## src/rtl/seqbuf_ptr_ctrl.sv

```systemverilog
module seqbuf_ptr_ctrl #(
  parameter int AW        = 12,
  parameter int DW        = 16,
  parameter int RAW       = 3,
  parameter int CLR_ADDR  = 5
) (
  input  logic           clk,
  input  logic           rst_n,
  input  logic           cnt_en_n,
  input  logic           ld_n,
  input  logic           strt1_n,
  input  logic           strt2_n,
  input  logic [DW-1:0]  seq_din,
  input  logic           ce_n,
  input  logic           rw_n,
  input  logic           oe_n,
  input  logic           cmd_sel_n,
  input  logic           cmd_wr,
  input  logic [RAW-1:0] cmd_addr,
  input  logic [DW-1:0]  cmd_data,
  output logic [AW-1:0]  ptr,
  output logic           eob1_n,
  output logic           eob2_n,
  output logic           mem_we,
  output logic           mem_re,
  output logic           seq_err
);

  localparam logic [RAW-1:0] A_ST1 = RAW'(0);
  localparam logic [RAW-1:0] A_ST2 = RAW'(1);
  localparam logic [RAW-1:0] A_EN1 = RAW'(2);
  localparam logic [RAW-1:0] A_EN2 = RAW'(3);
  localparam logic [RAW-1:0] A_CLR = RAW'(CLR_ADDR);

  logic [AW-1:0] ptr_q, ptr_d, ptr_inc, ld_val_q;
  logic [AW-1:0] st1_q, st2_q, end1_q, end2_q;
  logic          ld_pend_q, eob1_q, eob2_q, we_q, re_q;

  wire strt_any = ~strt1_n | ~strt2_n;
  wire do_inc   = ~ld_pend_q & ~strt_any & ~cnt_en_n;
  wire cmd_go   = ~cmd_sel_n & cmd_wr;
  wire clr1     = cmd_go & (cmd_addr == A_CLR) & ~cmd_data[0];
  wire clr2     = cmd_go & (cmd_addr == A_CLR) & ~cmd_data[1];
  wire hit1     = do_inc & (ptr_inc == end1_q);
  wire hit2     = do_inc & (ptr_inc == end2_q);

  assign ptr_inc = ptr_q + 1'b1;
  assign seq_err = strt_any & (~ld_n | ld_pend_q);

  always_comb begin
    if (ld_pend_q)     ptr_d = ld_val_q;
    else if (!strt1_n) ptr_d = st1_q;
    else if (!strt2_n) ptr_d = st2_q;
    else if (do_inc)   ptr_d = ptr_inc;
    else               ptr_d = ptr_q;
  end

  always_ff @(posedge clk or negedge rst_n) begin
    if (!rst_n) begin
      ptr_q     <= '0;
      ld_pend_q <= 1'b0;
      ld_val_q  <= '0;
    end else begin
      ptr_q     <= ptr_d;
      ld_pend_q <= ~ld_n;
      if (!ld_n) ld_val_q <= seq_din[AW-1:0];
    end
  end

  always_ff @(posedge clk or negedge rst_n) begin
    if (!rst_n) begin
      st1_q  <= '0;
      st2_q  <= '0;
      end1_q <= '0;
      end2_q <= '0;
    end else if (cmd_go) begin
      case (cmd_addr)
        A_ST1:   st1_q  <= cmd_data[AW-1:0];
        A_ST2:   st2_q  <= cmd_data[AW-1:0];
        A_EN1:   end1_q <= cmd_data[AW-1:0];
        A_EN2:   end2_q <= cmd_data[AW-1:0];
        default: ;
      endcase
    end
  end

  always_ff @(posedge clk or negedge rst_n) begin
    if (!rst_n) begin
      eob1_q <= 1'b1;
      eob2_q <= 1'b1;
    end else begin
      if (hit1)      eob1_q <= 1'b0;
      else if (clr1) eob1_q <= 1'b1;
      if (hit2)      eob2_q <= 1'b0;
      else if (clr2) eob2_q <= 1'b1;
    end
  end

  always_ff @(posedge clk or negedge rst_n) begin
    if (!rst_n) begin
      we_q <= 1'b0;
      re_q <= 1'b0;
    end else begin
      we_q <= ~ce_n & ~rw_n;
      re_q <= ~ce_n & rw_n & ~oe_n;
    end
  end

  assign ptr    = ptr_q;
  assign eob1_n = eob1_q;
  assign eob2_n = eob2_q;
  assign mem_we = we_q;
  assign mem_re = re_q;


  wrap_to_zero_chk: assert property (@(posedge clk) disable iff (!rst_n)
    (ptr == {AW{1'b1}} && !cnt_en_n && !ld_pend_q && strt1_n && strt2_n) |=> ptr == '0);


  delayed_load_chk: assert property (@(posedge clk) disable iff (!rst_n)
    !ld_n |=> ##1 ptr == $past(seq_din[AW-1:0], 2));


  start_after_load_chk: assert property (@(posedge clk) disable iff (!rst_n)
    ($past(!ld_n) && !strt1_n) |-> seq_err);


  flag1_match_chk: assert property (@(posedge clk) disable iff (!rst_n)
    $fell(eob1_n) |-> ptr == end1_q);


  flag2_match_chk: assert property (@(posedge clk) disable iff (!rst_n)
    $fell(eob2_n) |-> ptr == end2_q);


  write_strobe_chk: assert property (@(posedge clk) disable iff (!rst_n)
    mem_we |-> $past(!ce_n && !rw_n));


  strobe_excl_chk: assert property (@(posedge clk) disable iff (!rst_n)
    $onehot0({mem_we, mem_re}));

endmodule

```

## config.mk

```make
export PLATFORM = sky130hd
export DESIGN_NAME = seqbuf_ptr_ctrl
export DESIGN_NICKNAME = d
export VERILOG_FILES = /design/src/rtl/seqbuf_ptr_ctrl.sv
export SDC_FILE = /design/constraint.sdc
export NUM_CORES = 1
export LEC_CHECK = 0
export CORE_ASPECT_RATIO = 2
export CORE_MARGIN = 2
export CORE_UTILIZATION = 40
export DETAILED_ROUTE_END_ITERATION = 7
export GPL_TIMING_DRIVEN = 0
export PLACE_DENSITY = 0.66
export SLEW_MARGIN = 20
export SYNTH_ARGS = -nofsm -noshare
export SYNTH_HDL_FRONTEND = slang
export SYNTH_SLANG_ARGS = --single-unit
```

## constraint.sdc

```tcl
create_clock -name clk -period 4.15 [get_ports clk]
set_clock_uncertainty 0.2 [all_clocks]
set_input_delay 0.83 -clock clk [delete_from_list [all_inputs] [get_ports clk]]
set_output_delay 0.83 -clock clk [all_outputs]
set_load 0.02 [all_outputs]
```

==> impl_metrics.tcl <==
set metrics [dict create \
    nets 459 \
    grt_pass1_wl_microns 15600 \
    syn-cell-area_sq_um 3890 \
    yosys_warnings 0 \
    synthTopCellsByCount "dfrtp_1 (75), mux2_2 (60), nor2_1 (28), a21oi_1 (19), xnor2_1 (18)" \
    synth_seq_cells 77 \
    core_area_sq_um 9570 \
    r2r_end "eob2_n$_DFFE_PN1P_" \
    yosysTopAreaCellShare 0.482 \
    dr_total_vias 2901 \
    gp_congestion 0.915 \
    drive_above_1_share 0.209 \
    maxSlewHeadroom 0.452 \
    port_buffers 53 \
    outcome "finished, final reports clean" \
    dieArea_sq_um 10600 \
    antenna_found_initial 0 \
    hp-class "primary input to asynchronous set/reset pin" \
    tns_ps 0 \
    path_common_cell "clkdlybuf4s50_1" \
    async_flop_share 1.00 \
    timing.fmax_mhz 269 \
    irDropWorstVdd_mv 0.312 \
    synth_most_common_cell "dfrtp_1" \
    insertedDiodeCount 0 \
    setup-violations-final 0 \
    clk_pin_slew_ps 60 \
    cts.sinks 77 \
    cts_resized 0 \
    place_area_sq_um 4570 \
    syn-instance-count 347 \
    finalInstanceArea_sq_um 4930 \
    cpPeakStageDelay_ps 580 \
    crit_type "primary input to output port" \
    path_max_fanout 10 \
    clockBufferDepth 2 \
    rr_startpoint "ptr[0]$_DFFE_PN0P_" \
    htreeDepth 3 \
    insertion_delay_ps 340 \
    via_per_inst 5.55 \
    grt_usage 0.202 \
    die_h_microns 143 \
    synth_cell_types 44 \
    crit_chain "clkdlybuf4s50_1 > clkbuf_1 > a21boi_0 > clkdlybuf4s50_1" \
    timing.reg2reg.setup_slack_ps 1560 \
    p_leak_nw 2.00 \
    synth.avg_cell_area_sq_um 11.2 \
    critPathLaunchType "primary input" \
    n_fill_cell 871 \
    syn-num-nets 394 \
    report.final.slew_viol_count 0 \
    cts_tree "built" \
    grt-ovfl-total 0 \
    synth_edf_count 0 \
    yosysSeqAreaShare 0.496 \
    syn_to_final_growth_pct 26.8 \
    yosys-top-cells-area "dfrtp_1 (48%), mux2_2 (17%), xnor2_1 (4.1%), xor2_1 (2.9%), nor2_1 (2.7%)" \
    cp-end-kind "output port" \
    cts_root_buf "clkbuf_16" \
    ios 63 \
    post-route-period-util 0.896 \
    firstDrtPassIters 5 \
    ctsHoldBuffers 0 \
    required_ps 3120 \
    tightest_slew_ps 822 \
    die_x_microns 73.7 \
    hold_viol 0 \
    fp-row-count 51 \
    worst_path_max_delay_cell "clkdlybuf4s50_1" \
    post-route-min-period_ps 3720 \
    grt_max_degree 41 \
    cap_violations 0 \
    synthFlopType "dfrtp_1" \
    start_util 0.407 \
    rsz0062_at_grt "no" \
    finalPower_mw 2.50 \
    cts_inserted_buffers 9 \
    post_cts_buffers 0 \
    wl_per_cell_microns 18.6 \
    drtAntennaViolNets 0 \
    crit_arrival_ps 2690 \
    dpl.hpwl_microns 7080 \
    grt_pass1_vias 2944 \
    yosysTopAreaCell "dfrtp_1" \
    reg2reg_depth 7 \
    wl_microns 9720 \
    drt-initial-drc-count 196 \
    power_density_nw_per_um2 507 \
    drc 0 \
]
registers in the layout (all words and copies together), names as in the netlist:
register	count
st2_q	12
eob2_n	1
eob1_n	1
ld_pend_q	1
ld_val_q	12
ptr	12
mem_re	1
mem_we	1
end2_q	12
st1_q	12
end1_q	12
layout by cell type (no fill, tap or decap), types with 3 or more instances in the layout:
cell type / instances
o22ai_1: 8
a31oi_1: 4
mux2i_1: 9
dfrtp_1: 75
buf_2: 3
inv_1: 7
mux2_2: 60
clkbuf_16: 9
clkbuf_1: 15
nor2b_1: 5
o21ai_0: 13
xnor2_1: 18
clkdlybuf4s50_1: 52
nand4_1: 3
nor3_1: 4
a21oi_1: 19
xor2_1: 13
bufinv_16: 4
a211oi_1: 5
nand3_1: 6
or3_1: 3
nand2_1: 16
nor2_1: 28
per-stage QoR:
step                      hold WS (ps)  worst slack [ps]  instances   util
after floorplan                    271              1470        347      -
after global placement             283              -694        506  0.476
after detailed placement           286               389        507  0.478
after CTS                          283               385        523  0.516
after global routing               309               360        523  0.516
final                              264               433        523  0.516
routing by layer:
layer | global-route usage | vias to the layer above | wire length [microns]
met1 | 0.257 | 1416 | 3960
li1 | - | 1375 | -
met4 | 0.0871 | 0 | 255
met5 | 0 | - | 0
met3 | 0.0456 | 16 | 576
met2 | 0.325 | 94 | 4930
worst max-delay path by stage:
| stage | from | end | slack [ps] |
|---|---|---|---|
| after floorplan | strt1_n | seq_err | 1470 |
| after global routing | ld_n | seq_err | 360 |
| after CTS | ld_n | seq_err | 380 |
| final | ld_n | seq_err | 430 |
| after global placement | rst_n | st1_q[11]$_DFFE_PN0P_ | -690 |
| after detailed placement | ld_n | seq_err | 390 |
final cells by class:
class	instances	area, sq um	share of cell area
sequential	77	1930	0.391
clock inverter	7	138	0.0279
tap	106	133	0.0269
inverter	7	26.3	0.00532
multi-input combinational	243	1860	0.376
timing repair buffer	54	548	0.111
buffer	20	78.8	0.0160
clock buffer	9	225	0.0456
power breakdown:
part	leakage, nW	switching, mW	internal (mW)
clock	0.175	0.307	0.646
sequential	0.929	0.113	0.898
combinational	0.894	0.256	0.281
total	2.00	0.676	1.82
kinds of logic (layout without fill, tap and decap cells):
kind of cell / Yosys count / in the layout / synth area share
AO/OA/AOI/OAI: 65 / 65 / 0.108
XOR/XNOR: 31 / 31 / 0.0698
adder cells (fa/ha/maj): 1 / 1 / 0.00321
buffers and inverters: 27 / 97 / 0.0270
flip-flops: 77 / 77 / 0.496
multiplexers: 69 / 69 / 0.197
AND/OR/NAND/NOR: 77 / 77 / 0.0990
worst max-delay path: cells and delay by family:
family	cells	cell delay, ps
buf+inv	3	1680
compound gates	1	180
Power figures use the tool's default switching activity.
